## src/rtl/adc_rd_pkg.sv

```systemverilog
package adc_rd_pkg;
  localparam int FRAME_W  = 32;
  localparam int LEN_W    = $clog2(FRAME_W + 1);
  localparam int EOC_POS  = 31;
  localparam int STAT_POS = 30;
  localparam int SIGN_POS = 29;
  localparam int RES_MSB  = 28;
  localparam int RES_LSB  = 5;
  localparam int RES_W    = RES_MSB - RES_LSB + 1;
  localparam int FRAC_W   = RES_LSB;

  typedef enum logic [2:0] {
    ST_IDLE,
    ST_SETUP,
    ST_POLL,
    ST_SHIFT,
    ST_FINISH
  } rd_state_e;
endpackage

```

## src/rtl/adc_rd_sckgen.sv

```systemverilog
module adc_rd_sckgen #(
  parameter int HALF_CYC = 4
) (
  input  logic clk,
  input  logic rst_n,
  input  logic run_i,
  output logic sck_o,
  output logic rise_o,
  output logic fall_o
);
  localparam int CW = $clog2(HALF_CYC + 1);

  logic [CW-1:0] cnt_q, cnt_d;
  logic          sck_q, sck_d;
  logic          tick;

  assign tick = run_i && (cnt_q == CW'(HALF_CYC - 1));

  always_comb begin
    cnt_d = cnt_q;
    sck_d = sck_q;
    if (!run_i) begin
      cnt_d = '0;
      sck_d = 1'b0;
    end else if (tick) begin
      cnt_d = '0;
      sck_d = ~sck_q;
    end else begin
      cnt_d = cnt_q + 1'b1;
    end
  end

  always_ff @(posedge clk or negedge rst_n) begin
    if (!rst_n) begin
      cnt_q <= '0;
      sck_q <= 1'b0;
    end else begin
      cnt_q <= cnt_d;
      sck_q <= sck_d;
    end
  end

  assign sck_o  = sck_q;
  assign rise_o = tick & ~sck_q;
  assign fall_o = tick & sck_q;
endmodule

```

## src/rtl/adc_rd_shift.sv

```systemverilog
module adc_rd_shift #(
  parameter int FW = 32
) (
  input  logic                     clk,
  input  logic                     rst_n,
  input  logic                     clr_i,
  input  logic                     smp_i,
  input  logic                     sdo_i,
  output logic [FW-1:0]            frame_o,
  output logic [$clog2(FW+1)-1:0]  nbits_o
);
  localparam int BW = $clog2(FW + 1);

  logic [FW-1:0] sh_q, sh_d;
  logic [BW-1:0] nb_q, nb_d;

  always_comb begin
    sh_d = sh_q;
    nb_d = nb_q;
    if (clr_i) begin
      sh_d = '0;
      nb_d = '0;
    end else if (smp_i) begin
      sh_d = {sh_q[FW-2:0], sdo_i};
      nb_d = nb_q + 1'b1;
    end
  end

  always_ff @(posedge clk or negedge rst_n) begin
    if (!rst_n) begin
      sh_q <= '0;
      nb_q <= '0;
    end else if (clr_i || smp_i) begin
      sh_q <= sh_d;
      nb_q <= nb_d;
    end
  end

  assign frame_o = sh_q;
  assign nbits_o = nb_q;
endmodule

```

## src/rtl/adc_rd_fsm.sv

```systemverilog
module adc_rd_fsm
  import adc_rd_pkg::*;
#(
  parameter int HALF_CYC    = 4,
  parameter int TIMEOUT_CYC = 1000000
) (
  input  logic             clk,
  input  logic             rst_n,
  input  logic             start_i,
  input  logic [LEN_W-1:0] len_i,
  input  logic             sdo_i,
  input  logic             fall_i,
  input  logic [LEN_W-1:0] nbits_i,
  input  logic [1:0]       stat_i,
  output logic             cs_n_o,
  output logic             run_o,
  output logic             clr_o,
  output logic             busy_o,
  output logic             done_o,
  output logic             valid_o,
  output logic             err_o,
  output logic             timeout_o
);
  localparam int WW = $clog2(TIMEOUT_CYC + HALF_CYC + 1);

  rd_state_e        st_q, st_d;
  logic [LEN_W-1:0] len_q, len_d;
  logic [WW-1:0]    wcnt_q, wcnt_d;
  logic             to_q, to_d;
  logic             cs_n_q, cs_n_d;
  logic             full_frame, stat_ok;

  always_comb begin
    st_d   = st_q;
    len_d  = len_q;
    wcnt_d = wcnt_q;
    to_d   = to_q;
    unique case (st_q)
      ST_IDLE: begin
        if (start_i) begin
          st_d   = ST_SETUP;
          wcnt_d = '0;
          to_d   = 1'b0;
          if (len_i == '0 || len_i > LEN_W'(FRAME_W)) len_d = LEN_W'(FRAME_W);
          else                                        len_d = len_i;
        end
      end
      ST_SETUP: begin
        if (wcnt_q == WW'(HALF_CYC - 1)) begin
          st_d   = ST_POLL;
          wcnt_d = '0;
        end else begin
          wcnt_d = wcnt_q + 1'b1;
        end
      end
      ST_POLL: begin
        if (!sdo_i) begin
          st_d = ST_SHIFT;
        end else if (wcnt_q == WW'(TIMEOUT_CYC - 1)) begin
          st_d = ST_FINISH;
          to_d = 1'b1;
        end else begin
          wcnt_d = wcnt_q + 1'b1;
        end
      end
      ST_SHIFT: begin
        if (fall_i && nbits_i == len_q) st_d = ST_FINISH;
      end
      ST_FINISH: st_d = ST_IDLE;
      default:   st_d = ST_IDLE;
    endcase
    cs_n_d = (st_d == ST_IDLE) || (st_d == ST_FINISH);
  end

  always_ff @(posedge clk or negedge rst_n) begin
    if (!rst_n) begin
      st_q   <= ST_IDLE;
      len_q  <= LEN_W'(FRAME_W);
      wcnt_q <= '0;
      to_q   <= 1'b0;
      cs_n_q <= 1'b1;
    end else begin
      st_q   <= st_d;
      len_q  <= len_d;
      wcnt_q <= wcnt_d;
      to_q   <= to_d;
      cs_n_q <= cs_n_d;
    end
  end

  assign full_frame = (len_q == LEN_W'(FRAME_W));
  assign stat_ok    = (stat_i == 2'b00);

  assign cs_n_o    = cs_n_q;
  assign run_o     = (st_q == ST_SHIFT);
  assign clr_o     = (st_q == ST_IDLE) && start_i;
  assign busy_o    = (st_q != ST_IDLE);
  assign done_o    = (st_q == ST_FINISH);
  assign timeout_o = done_o && to_q;
  assign valid_o   = done_o && !to_q && full_frame && stat_ok;
  assign err_o     = done_o && !to_q && full_frame && !stat_ok;
endmodule

```

## src/rtl/adc_frame_reader.sv

```systemverilog
module adc_frame_reader
  import adc_rd_pkg::*;
#(
  parameter int HALF_CYC    = 4,
  parameter int TIMEOUT_CYC = 1000000
) (
  input  logic              clk,
  input  logic              rst_n,
  input  logic              start_i,
  input  logic [LEN_W-1:0]  frame_len_i,
  input  logic              sdo_i,
  output logic              cs_n_o,
  output logic              sck_o,
  output logic              busy_o,
  output logic              done_o,
  output logic              valid_o,
  output logic              err_o,
  output logic              timeout_o,
  output logic              sign_o,
  output logic [RES_W-1:0]  result_o,
  output logic [FRAC_W-1:0] frac_o
);
  logic [1:0]         rst_sync_q;
  logic               rst_int_n;
  logic               run, rise, fall, clr;
  logic [FRAME_W-1:0] frame;
  logic [LEN_W-1:0]   nbits;

  always_ff @(posedge clk or negedge rst_n) begin
    if (!rst_n) rst_sync_q <= 2'b00;
    else        rst_sync_q <= {rst_sync_q[0], 1'b1};
  end
  assign rst_int_n = rst_sync_q[1];

  adc_rd_fsm #(
    .HALF_CYC    (HALF_CYC),
    .TIMEOUT_CYC (TIMEOUT_CYC)
  ) u_fsm (
    .clk       (clk),
    .rst_n     (rst_int_n),
    .start_i   (start_i),
    .len_i     (frame_len_i),
    .sdo_i     (sdo_i),
    .fall_i    (fall),
    .nbits_i   (nbits),
    .stat_i    (frame[EOC_POS:STAT_POS]),
    .cs_n_o    (cs_n_o),
    .run_o     (run),
    .clr_o     (clr),
    .busy_o    (busy_o),
    .done_o    (done_o),
    .valid_o   (valid_o),
    .err_o     (err_o),
    .timeout_o (timeout_o)
  );

  adc_rd_sckgen #(
    .HALF_CYC (HALF_CYC)
  ) u_sck (
    .clk    (clk),
    .rst_n  (rst_int_n),
    .run_i  (run),
    .sck_o  (sck_o),
    .rise_o (rise),
    .fall_o (fall)
  );

  adc_rd_shift #(
    .FW (FRAME_W)
  ) u_shift (
    .clk     (clk),
    .rst_n   (rst_int_n),
    .clr_i   (clr),
    .smp_i   (rise),
    .sdo_i   (sdo_i),
    .frame_o (frame),
    .nbits_o (nbits)
  );

  assign sign_o   = frame[SIGN_POS];
  assign result_o = frame[RES_MSB:RES_LSB];
  assign frac_o   = frame[FRAC_W-1:0];
endmodule

```

## config.mk

```make
export PLATFORM = sky130hd
export DESIGN_NAME = adc_frame_reader
export DESIGN_NICKNAME = d
export VERILOG_FILES = /design/src/rtl/adc_rd_pkg.sv /design/src/rtl/adc_rd_sckgen.sv /design/src/rtl/adc_rd_shift.sv /design/src/rtl/adc_rd_fsm.sv /design/src/rtl/adc_frame_reader.sv
export SDC_FILE = /design/constraint.sdc
export NUM_CORES = 1
export LEC_CHECK = 0
export ABC_AREA = 1
export BUFFER_PORTS_ARGS = -buffer_cell sky130_fd_sc_hd__buf_2
export CORE_MARGIN = 4
export CORE_UTILIZATION = 53
export CTS_CLUSTER_DIAMETER = 30
export DETAILED_ROUTE_END_ITERATION = 8
export HOLD_SLACK_MARGIN = 0.15
export PLACE_DENSITY = 0.76
export SLEW_MARGIN = 10
export SYNTH_ARGS = -nofsm -noshare
export SYNTH_HDL_FRONTEND = slang
export SYNTH_SLANG_ARGS = --single-unit
```

## constraint.sdc

```tcl
create_clock -name clk -period 2.3 [get_ports clk]
set_input_delay 0.23 -clock clk [delete_from_list [all_inputs] [get_ports clk]]
set_output_delay 0.23 -clock clk [all_outputs]
set_load 0.02 [all_outputs]
```

* Yosys cells after proc, flatten, opt, wreduce, memory -nomap -nowiden
Cells that the tools add are included.
** Cells by class
- Add/subtract/negate cells :: 3
- Order comparisons :: 1
- Equal/unequal tests :: 15
- Muxes and demuxes :: 24
- Bitwise logic cells :: 3
- Reduce and logical (&&, ||, !) cells :: 25
** Operators by type and width (count)
- $mux W20 :: 4
- $mux W32 :: 2
- $pmux W20 S3 :: 1
- $mux W3 :: 7
- $add A20 B1 Y20 const B :: 1
- $eq A20 B2 Y1 const B :: 1
- $eq A20 B20 Y1 const B :: 1
- $mux W6 :: 3
- $pmux W3 S4 :: 1
- $eq A3 B2 Y1 const B :: 3
- $logic_and A1 B1 Y1 :: 8
- $ne A2 B2 Y1 const B :: 4
- $reduce_and A4 Y1 :: 2
- $add A6 B1 Y6 const B :: 1
- $eq A3 B3 Y1 const B :: 2
- $eq A6 B6 Y1 :: 1
- $eq A6 B6 Y1 const B :: 1
- $gt A6 B6 Y1 const B :: 1
- $logic_not A3 Y1 :: 2
- $logic_not A6 Y1 :: 1
- $reduce_bool A3 Y1 :: 2
- $mux W1 :: 5
- $reduce_and A2 Y1 :: 2
- $reduce_bool A2 Y1 :: 2
- 9 further kinds :: 13
** Word-level totals
- Register bits :: 75
- Input port bits :: 10
- Output and inout bits :: 37
- Logic and storage cells :: 81

* Logic depth before layout (Yosys ltp)
Gate-level depths: netlist of run 1.
- Word-level depth :: 8
- Gate-level depth with buffers :: 10
- Mapped depth without buffers :: 10

* Hierarchy
Synthesis of run 1 repeated with hierarchy kept, for this count alone.
** Second synthesis, totals
- Cells, all modules :: 533
- Area, all modules :: 4053.9 um^2
** Modules (own cells, without submodules)
- adc_rd_fsm :: instances 1, cells each 344, area an instance 2288.4 um^2, seq. area each 778.2 um^2
- adc_rd_shift :: instances 1, cells each 166, area an instance 1535.2 um^2, seq. area each 950.9 um^2
- adc_rd_sckgen :: instances 1, cells each 20, area an instance 176.4 um^2, seq. area each 100.1 um^2
- adc_frame_reader :: instances 1, cells each 3, area an instance 53.8 um^2, seq. area each 50.0 um^2

* Least setup slack after synthesis of run 1
OpenSTA, ideal clock, no wires.
- Path type :: reg2out
- Start :: reg u_fsm.st_q[0]
- End :: out valid_o
- Arrival time :: 1664 ps
- Required time :: 2070 ps
- Setup slack :: 406 ps
- Cell stages (with the launch flop) :: 4
- Buffers on the path :: 0
- Path through :: dfrtp_1 -> nor3_1 -> nand3_1 -> nor3_1
** On the way
- Cells in the longest elaborated chain, start to end :: 4
** RTL lines
- start: declaration :: line adc_rd_fsm.sv:26 : rd_state_e st_q, st_d;
- start signal: assignment :: line adc_rd_fsm.sv:83 : st_q <= st_d;
- $eq A3 B3 Y1 :: line adc_rd_fsm.sv:98 : assign done_o = (st_q == ST_FINISH);
- named net done_o :: line adc_frame_reader.sv:15 : output logic done_o,
- $logic_and A1 B1 Y1 (3 in series) :: line adc_rd_fsm.sv:100 : assign valid_o = done_o && !to_q && full_frame && stat_ok;
- end: declaration :: line adc_frame_reader.sv:16 : output logic valid_o,
The timed path passes the listed nets, and every way through them passes these cells.

* Worst setup path in the final report of run 1
- Start :: reg u_fsm.st_q[0]
- End :: out valid_o
** On the way
- Cells in the longest elaborated chain, start to end :: 4
** RTL lines (line)
- $eq A3 B3 Y1 :: adc_rd_fsm.sv:98
- $logic_and A1 B1 Y1 (3 in series) :: adc_rd_fsm.sv:100
Every way passes these cells.

==> flow_summary.yaml, run 1 <==
synthesis:
  synthesis.nets: 524
  synth_most_common_cell: "nand2_1"
  synth-edff-count: 0
  ys_ff_latch: 75
  synth_area_um2: 4110
  ys_top_cells_by_count: "nand2_1 (99), dfrtp_1 (73), inv_1 (73), nor2_1 (42), nand3_1 (39)"
  ys.flop_type: "dfrtp_1"
  yosysSeqAreaShare_pct: 45.7
  yosysTopAreaCell: "dfrtp_1"
  yosys_warnings: 0
  syn-mean-instance-area_um2: 8.06
  async_flop_share_pct: 100
  synth_top_area_share_pct: 44.4
  ys_top_cells_by_area: "dfrtp_1 (44%), nand2_1 (9.0%), inv_1 (6.7%)"
  synth_cells: 510
  ys_types: 34
detailed_routing:
  dr.pass1.iters: 6
  drtAntennaViolNets: 0
  dr.first_iter.drc_count: 218
  wl_um: 8790
  vias_per_cell: 5.35
  drc: 0
  vias: 3419
  wire_per_inst_um: 13.7
clock_network:
  cts_buffers: 9
  clk_pin_slew_worst_paths_ns: 0.08
  cts_tree: "done"
  clock-sinks: 75
  clk-insertion-delay-late_ns: 0.35
  root_buffer: "clkbuf_8"
  cts.path.max_buffers: 2
  h-tree-depth: 3
finish:
  final_area_um2: 4480
  n_fill_cell: 647
  drive_above_1_share_pct: 17.2
  antennaDiodeCount: 0
  syn_to_final_growth_pct: 8.85
  layoutNonFillerInstCount: 639
  nets: 549
  multi_input_area_um2: 1630
  final-seq-area_um2: 1880
global_route:
  grt_first_pass_wirelength_um: 14800
  grt.overflow.total: 0
  grt_pass1_vias: 3204
  antenna_found_initial: 0
  grt_usage_pct: 20.6
  grt_max_degree: 74
job:
  maxCapViolCount: 0
setup_path:
  path_cells: "nor3_1 -> nand3_1 -> nor3_1 -> buf_2"
  cp-start-kind: "register"
  crit_cells: 4
  r2r_end: "u_fsm.wcnt_q[8]$_DFFE_PN0P_"
  crit_buf_inv: 1
  cp.arrival_ns: 1.68
  r2r_setup_slack_ns: 0.44
  cp.required_ns: 2.07
  crit_type: "register to output port"
  crit_top_cell: "nor3_1"
  crit_path_max_incr_delay_ns: 0.45
  rr_startpoint: "u_fsm.st_q[0]$_DFF_PN0_"
  reg2regPathDepth: 8
  crit_family: "simple AND/OR/NAND/NOR gates"
  cp_max_fo: 6
  cp-end-kind: "output port"
  cp_slowest_cell: "dfrtp_1"
timing:
  totalNegativeSetupSlack_ns: 0
  finClkSkew_ns: 0.0105
  rsz0062_at_grt: "no"
  hold_violations: 0
  drv_slew: 0
  min_period_over_period_pct: 82.9
  hold_ws_ns: 0.180
  finalSetupViolations: 0
  slew_headroom_pct: 62.2
  setup_slack_ns: 0.393
  period_needed_ns: 1.91
  tightest_slew_ns: 0.565
  max_freq_ghz: 0.524
floorplanning:
  die_width_um: 96.1
  dieHeight_um: 96.1
  start_util_pct: 55.5
  die_area_um2: 9230
  num_io_pins: 47
  row_count: 31
  coreArea_um2: 7410
power:
  p_int_mw: 2.46
  pwr-share-comb_pct: 33.0
  powerDensity_nw_per_um2: 914
  swShare_pct: 39.9
  power_switching_mw: 1.63
  power_frac_clock_pct: 25.8
  leakagePower_nw: 2.17
  seqPwrFrac_pct: 41.2
  ir_worst_vdd_v: 0.000450
hold_path:
  hold_depth: 3
  holdPathEnd: "u_fsm.len_q[5]$_DFFE_PN1P_"
  hold_path_startpoint: "frame_len_i[5]"
  hp-class: "primary input to register"
run_status:
  status: "finished, final reports clean"
placed_design:
  pre_cts_ws_ns: 0.451
  numPortBuffers: 46
  dpl.hpwl_um: 6240
  dp.cells: 617
  gp_congestion: 0.935
  postPlaceCellArea_um2: 4210
## routing by layer
metal,global-route usage [%],wire length (µm)
met5,0,0
met1,27.1,3870
met3,5.16,580
met2,34.2,4250
met4,5.21,83
## worst reg2reg max path, stage by stage (launching register included)
cell,delay [ns]
dfrtp_1,0.45
nor2_2,0.13
nand2_1,0.25
nor2_1,0.31
nor2_4,0.10
nand2_4,0.21
inv_4,0.14
nand2_1,0.11
o21ai_2,0.05
## power by group through the flow
stage               clock network [mW]  logic [mW]  registers, mW
detailed placement                   0        1.35           1.71
floorplan                            0        1.15           1.71
global placement                     0        1.31           1.70
CTS                               1.09        1.36           1.68
finish                            1.05        1.35           1.69
global route                      1.15        1.53           1.71
## cell usage in the layout (no fill, tap or decap), types with 2 or more instances in the layout
master	Yosys	routed
buf_4	35	4
clkbuf_8	0	10
inv_1	73	73
nor2_4	2	2
nand4_1	8	8
o21ai_1	4	4
nand2_1	99	99
dfrtp_1	73	72
buf_2	4	46
o211ai_1	6	6
nor4_1	4	4
nand3_1	39	39
dfstp_2	2	2
o22ai_1	31	31
o21ai_0	19	19
xor2_1	11	11
o21ai_2	6	6
nand3_2	5	5
a21oi_1	12	12
ha_1	4	4
nor2_2	2	2
nor3_1	13	13
nor2_1	42	42
clkinv_4	0	2
clkinvlp_4	0	2
inv_2	2	2
dlygate4sd3_1	0	6
nand2_2	2	2
## stage by stage
step | total power [mW] | util (%)
after floorplan | 2.86 | -
after global placement | 3.00 | 56.8
after detailed placement | 3.05 | 56.8
after CTS | 4.13 | 60.4
after global routing | 4.39 | 60.4
final | 4.09 | 60.4
## cells by family (layout without fill, tap and decap cells)
group | Yosys count | after routing | synth area share [%]
xor gates and xnor gates | 11 | 11 | 2.34
adders and majority gates | 4 | 4 | 1.22
other | 1 | 1 | 0.0912
AOI/OAI and AO/OA | 78 | 78 | 11.3
and+or+nand+nor | 222 | 222 | 24.7
buffers and inverters | 119 | 149 | 14.6
DFF | 75 | 75 | 45.7
## area by class of cell
cell class,instances,area share [%]
Sequential cell,75,42.0
Multi-Input combinational cell,316,36.5
Timing Repair Buffer,57,7.60
Inverter,76,6.43
Clock buffer,10,3.07
Tap cell,99,2.77
Clock inverter,6,1.65
## repair_timing
item	CTS	global route
resized for setup	0	0
setup buffers	0	0
hold buffers	6	0
endpoints found under the hold margin	7	0
## registers in the layout, summed over array words and instances (netlist names)
signal	cells
u_fsm.to_q	1
u_shift.frame_o	32
u_fsm.wcnt_q	20
u_fsm.len_q	6
u_sck.cnt_q	3
u_fsm.st_q	3
u_fsm.cs_n_o	1
u_sck.sck_o	1
rst_sync_q	2
u_shift.nbits_o	6
## worst max-delay path by stage
stage	startpoint	endpoint	slack [ns]
floorplan	rst_sync_q[1]$_DFF_PN0_	u_fsm.len_q[0]$_DFFE_PN0P_	0.06
global placement	u_fsm.st_q[0]$_DFF_PN0_	u_fsm.wcnt_q[0]$_DFFE_PN0P_	0.51
detailed placement	u_fsm.st_q[0]$_DFF_PN0_	u_fsm.wcnt_q[8]$_DFFE_PN0P_	0.45
CTS	u_fsm.st_q[0]$_DFF_PN0_	valid_o	0.40
global route	u_fsm.wcnt_q[0]$_DFFE_PN0P_	u_fsm.wcnt_q[2]$_DFFE_PN0P_	0.25
finish	u_fsm.st_q[0]$_DFF_PN0_	valid_o	0.39
No activity file was read; power rests on OpenSTA's default activity.
==> run 2: changes to the inputs <==
Clock period 2.3 ns to 1.74 ns, I/O delays scaled along.
==> flow_summary.yaml, run 2 (same netlist as run 1, synthesis figures left out) <==
finish:
  final_common_cell: "nand2_1"
  n_fill_cell: 624
  antennaDiodeCount: 0
  drive_above_1_share_pct: 21.7
  largest_register_ffs: 32
  layoutNonFillerInstCount: 657
  nets: 567
  final-seq-area_um2: 1880
  final_cell_mix: "nand2_1 (99), dfrtp_1 (72), inv_1 (71), buf_2 (44), nor2_1 (40)"
  multi_input_area_um2: 1690
  syn_to_final_growth_pct: 14.9
global_route:
  grt.overflow.total: 0
  top_usage_layer: "met2"
  antenna_found_initial: 0
  grtUsageMet3_pct: 5.16
  grt_usage_pct: 20.8
  grt_use_met2_pct: 33.8
  grt_max_degree: 74
  use_met1_pct: 27.1
  grt_first_pass_wirelength_um: 15200
  grt_pass1_vias: 3352
detailed_routing:
  dr.first_iter.drc_count: 218
  drtAntennaViolNets: 0
  wire_per_inst_um: 13.7
  vias_per_cell: 5.30
  dr.pass1.iters: 4
  drc: 0
  vias: 3484
  wl_um: 9030
setup_path:
  rr_startpoint: "u_fsm.wcnt_q[0]$_DFFE_PN0P_"
  cp-end-kind: "output port"
  r2r_end: "u_fsm.wcnt_q[2]$_DFFE_PN0P_"
  cp.required_ns: 1.57
  reg2regPathDepth: 8
  cp.arrival_ns: 1.51
  cp-start-kind: "register"
  cp_max_fo: 3
  r2r_setup_slack_ns: 0.13
  crit_type: "register to output port"
clock_network:
  h-tree-depth: 3
  root_buffer: "clkbuf_8"
  cts_tree: "done"
  cts.path.max_buffers: 2
  cts_buffers: 9
  clock-sinks: 75
  clk_pin_slew_worst_paths_ns: 0.08
  clk-insertion-delay-late_ns: 0.34
timing:
  period_needed_ns: 1.69
  totalNegativeSetupSlack_ns: 0
  rsz0062_at_grt: "yes"
  drv_slew: 0
  hold_violations: 0
  tightest_slew_ns: 0.491
  max_freq_ghz: 0.593
  finalSetupViolations: 0
  min_period_over_period_pct: 96.9
  slew_headroom_pct: 67.0
  finClkSkew_ns: 0.0156
hold_path:
  hold_path_startpoint: "sdo_i"
  hold_depth: 3
  hp-class: "primary input to register"
  holdPathEnd: "u_shift.frame_o[0]$_DFFE_PN0P_"
floorplanning:
  start_util_pct: 55.5
  coreArea_um2: 7410
  die_area_um2: 9230
  dieHeight_um: 96.1
  row_count: 31
  die_width_um: 96.1
  num_io_pins: 47
power:
  ir_worst_vdd_v: 0.000524
  power_mw: 5.77
  powerDensity_nw_per_um2: 1220
  leakagePower_nw: 2.29
placed_design:
  dpl.hpwl_um: 6370
  gp_congestion: 0.944
  dp.cells: 627
  numPortBuffers: 46
run_status:
  status: "finished, final reports clean"
job:
  maxCapViolCount: 0
-- run 2: final cells by class --
class / instances / share of cell area [%]
well taps: 99 / 2.62
inverters: 76 / 6.14
repair buffers: 75 / 11.1
clock inverters: 6 / 1.54
multi-input cells: 316 / 35.8
clock buffers: 10 / 2.91
flip-flops and latches: 75 / 39.8
-- run 2: what timing repair did --
action                                 4_1_cts  5_1_grt
setup buffers                                2        4
pin swaps                                    1        5
setup endpoints to repair                   12       21
endpoints found under the hold margin        8        0
hold buffers                                 8        0
gates cloned                                 0        0
gates resized for setup                      2       16
-- run 2: critical path: stages (launching register included) --
cell and delay [ns]:
dfstp_2 0.54, inv_2 0.05, nor3_4 0.17, nand3_2 0.13
nor3_2 0.13, buf_4 0.16
-- run 2: worst max-delay path by stage --
| stage | startpoint | cells after the start | slack, ns | to |
|---|---|---|---|---|
| 2_1_floorplan | u_fsm.st_q[0]$_DFF_PN0_ | 3 | 0.12 | valid_o |
| 3_3_place_gp | u_fsm.wcnt_q[1]$_DFFE_PN0P_ | 8 | 0.07 | u_fsm.wcnt_q[8]$_DFFE_PN0P_ |
| 3_5_place_dp | u_fsm.wcnt_q[1]$_DFFE_PN0P_ | 8 | -0.02 | u_fsm.wcnt_q[2]$_DFFE_PN0P_ |
| 4_1_cts | u_fsm.wcnt_q[1]$_DFFE_PN0P_ | 8 | 0.001 | u_fsm.wcnt_q[2]$_DFFE_PN0P_ |
| 5_1_grt | u_fsm.len_q[5]$_DFFE_PN1P_ | 5 | -0.03 | valid_o |
| 6_report | u_fsm.len_q[5]$_DFFE_PN1P_ | 5 | 0.05 | valid_o |
-- run 2: metal layers --
layer	part of all wire [%]	routed length (µm)
met1	44	4000
met2	49	4400
met3	5.5	501
met4	1.4	128
met5	0	0
-- run 2: where the power goes --
group	switching, mW	internal (mW)	total (mW)
Combinational	1.37	0.763	2.14
Clock	0.667	0.717	1.38
Sequential	0.241	2.01	2.25
-- run 2: metrics by stage --
| step | area (µm²) | util [%] | setup slack (ns) | hold WS [ns] |
|---|---|---|---|---|
| after floorplan | 4120 | - | 0.116 | -0.122 |
| after global placement | 4320 | 58.4 | 0.0740 | -0.0395 |
| after detailed placement | 4320 | 58.4 | -0.0166 | -0.0383 |
| after CTS | 4640 | 62.6 | 0.00114 | 0.152 |
| after global routing | 4720 | 63.8 | -0.0304 | 0.168 |
| final | 4720 | 63.8 | 0.0543 | 0.168 |
==> run 3: changes to the inputs <==
Settings changed: CTS_BUF_LIST from default to sky130_fd_sc_hd__clkbuf_4 sky130_fd_sc_hd__clkbuf_8 sky130_fd_sc_hd__clkbuf_16, CTS_CLUSTER_DIAMETER 30 to 80, TNS_END_PERCENT from default to 20.
==> flow_summary.yaml, run 3 (same netlist as run 1, synthesis figures left out) <==
run_status:
  status: "finished, final reports clean"
setup_path:
  path_cells: "nor3_2 -> nand3_2 -> nor3_2 -> buf_4"
  cp_slowest_cell: "dfrtp_2"
  crit_type: "register to output port"
  cp_max_fo: 7
  cp-end-kind: "output port"
  crit_path_max_incr_delay_ns: 0.46
  cp.required_ns: 1.57
  cp.arrival_ns: 1.51
  cp-start-kind: "register"
  crit_buf_inv: 1
  crit_family: "simple AND/OR/NAND/NOR gates"
  crit_top_cell: "nor3_2"
finish:
  n_fill_cell: 645
  largest_register_ffs: 32
  nets: 568
  antennaDiodeCount: 0
  final_cell_mix: "nand2_1 (99), inv_1 (72), dfrtp_1 (71), buf_2 (44), nor2_1 (40)"
  syn_to_final_growth_pct: 15.7
  final_common_cell: "nand2_1"
  final_area_um2: 4760
  drive_above_1_share_pct: 22.0
timing:
  hold_violations: 0
  setup_slack_ns: 0.0546
  period_needed_ns: 1.69
  min_period_over_period_pct: 96.9
  max_freq_ghz: 0.593
  finalSetupViolations: 0
  drv_slew: 0
  finClkSkew_ns: 0.00767
  rsz0062_at_grt: "yes"
clock_network:
  clk_pin_slew_worst_paths_ns: 0.08
  cts_tree: "done"
  clk-insertion-delay-late_ns: 0.35
  h-tree-depth: 3
  cts_buffers: 9
  clock-sinks: 75
  root_buffer: "clkbuf_8"
  cts.path.max_buffers: 2
detailed_routing:
  vias: 3545
  wire_per_inst_um: 14.0
  dr.pass1.iters: 5
  dr.first_iter.drc_count: 159
  drc: 0
  vias_per_cell: 5.39
  wl_um: 9180
  drtAntennaViolNets: 0
global_route:
  grt_usage_pct: 21.4
  use_met1_pct: 26.4
  top_usage_layer: "met2"
  antenna_found_initial: 0
  grt_use_met2_pct: 36.2
  grtUsageMet3_pct: 4.14
  grt.overflow.total: 0
  grt_pass1_vias: 3433
  grt_first_pass_wirelength_um: 15300
  grt_max_degree: 74
placed_design:
  pre_cts_ws_ns: 0.0687
  postPlaceCellArea_um2: 4330
  numPortBuffers: 46
  gp_congestion: 0.938
  dpl.hpwl_um: 6480
floorplanning:
  die_area_um2: 9230
  start_util_pct: 55.5
  row_count: 31
  dieHeight_um: 96.1
  num_io_pins: 47
  die_width_um: 96.1
  coreArea_um2: 7410
hold_path:
  hp-class: "primary input to register"
power:
  ir_worst_vdd_v: 0.000591
  leakagePower_nw: 2.31
  powerDensity_nw_per_um2: 1270
job:
  maxCapViolCount: 0
-- run 3: final timing paths --
kind                                             start                        endpoint  slack (ns)  cells after the start
setup / recovery               u_fsm.st_q[1]$_DFF_PN0_                         valid_o        0.05                      4
hold / removal                                   sdo_i  u_shift.frame_o[0]$_DFFE_PN0P_        0.17                      3
setup reg to reg           u_fsm.wcnt_q[6]$_DFFE_PN0P_     u_fsm.wcnt_q[2]$_DFFE_PN0P_        0.10                      8
hold reg to reg                rst_sync_q[1]$_DFF_PN0_  u_shift.frame_o[8]$_DFFE_PN0P_        0.30                      1
max in group asynchronous                        rst_n         rst_sync_q[1]$_DFF_PN0_        0.94                      3
min in group asynchronous      rst_sync_q[1]$_DFF_PN0_  u_shift.frame_o[8]$_DFFE_PN0P_        0.30                      1
-- run 3: per-stage QoR --
| step | hold slack (ns) | util [%] | TNS [ns] | instances | power, mW |
|---|---|---|---|---|---|
| 2_1_floorplan | -0.122 | - | -0.0979 | 510 | 3.78 |
| 3_3_place_gp | -0.0410 | 58.4 | 0 | 630 | 4.16 |
| 3_5_place_dp | -0.0377 | 58.4 | 0 | 630 | 4.22 |
| 4_1_cts | 0.169 | 63.2 | 0 | 655 | 5.94 |
| 5_1_grt | 0.181 | 64.2 | -0.0376 | 658 | 6.40 |
| 6_report | 0.174 | 64.2 | 0 | 658 | 6.04 |
-- run 3: cell type report --
class	count	area (µm²)	share of cell area [%]
clock buffers	11	151	3.18
clock inverters	5	108	2.26
inverters	76	288	6.05
multi-input cells	316	1690	35.5
flip-flops and latches	75	1880	39.6
well taps	99	124	2.60
repair buffers	76	518	10.9
-- run 3: routing by layer --
| metal | up-vias | routed length, µm |
|---|---|---|
| met5 | - | 0 |
| met4 | 0 | 286 |
| met3 | 27 | 601 |
| met2 | 135 | 4380 |
| met1 | 1669 | 3910 |
| li1 | 1714 | - |
-- run 3: tightest hold or removal path: stages --
cell     delay (ns)
buf_2          0.14
nand3_1        0.09
o21ai_0        0.07
-- run 3: what timing repair did --
action                                  4_1_cts  5_1_grt
buffers inserted                              1        3
endpoints found under the setup margin        2       19
pin swaps                                     2        3
endpoints found under the hold margin         8        0
resized for setup                             2       14
hold buffers                                  8        0
-- run 3: power by group --
group          switching, mW  internal (mW)  total (mW)
combinational           1.37          0.733        2.11
sequential             0.227           2.01        2.24
clock                  0.658           1.04        1.70
total                   2.26           3.79        6.04
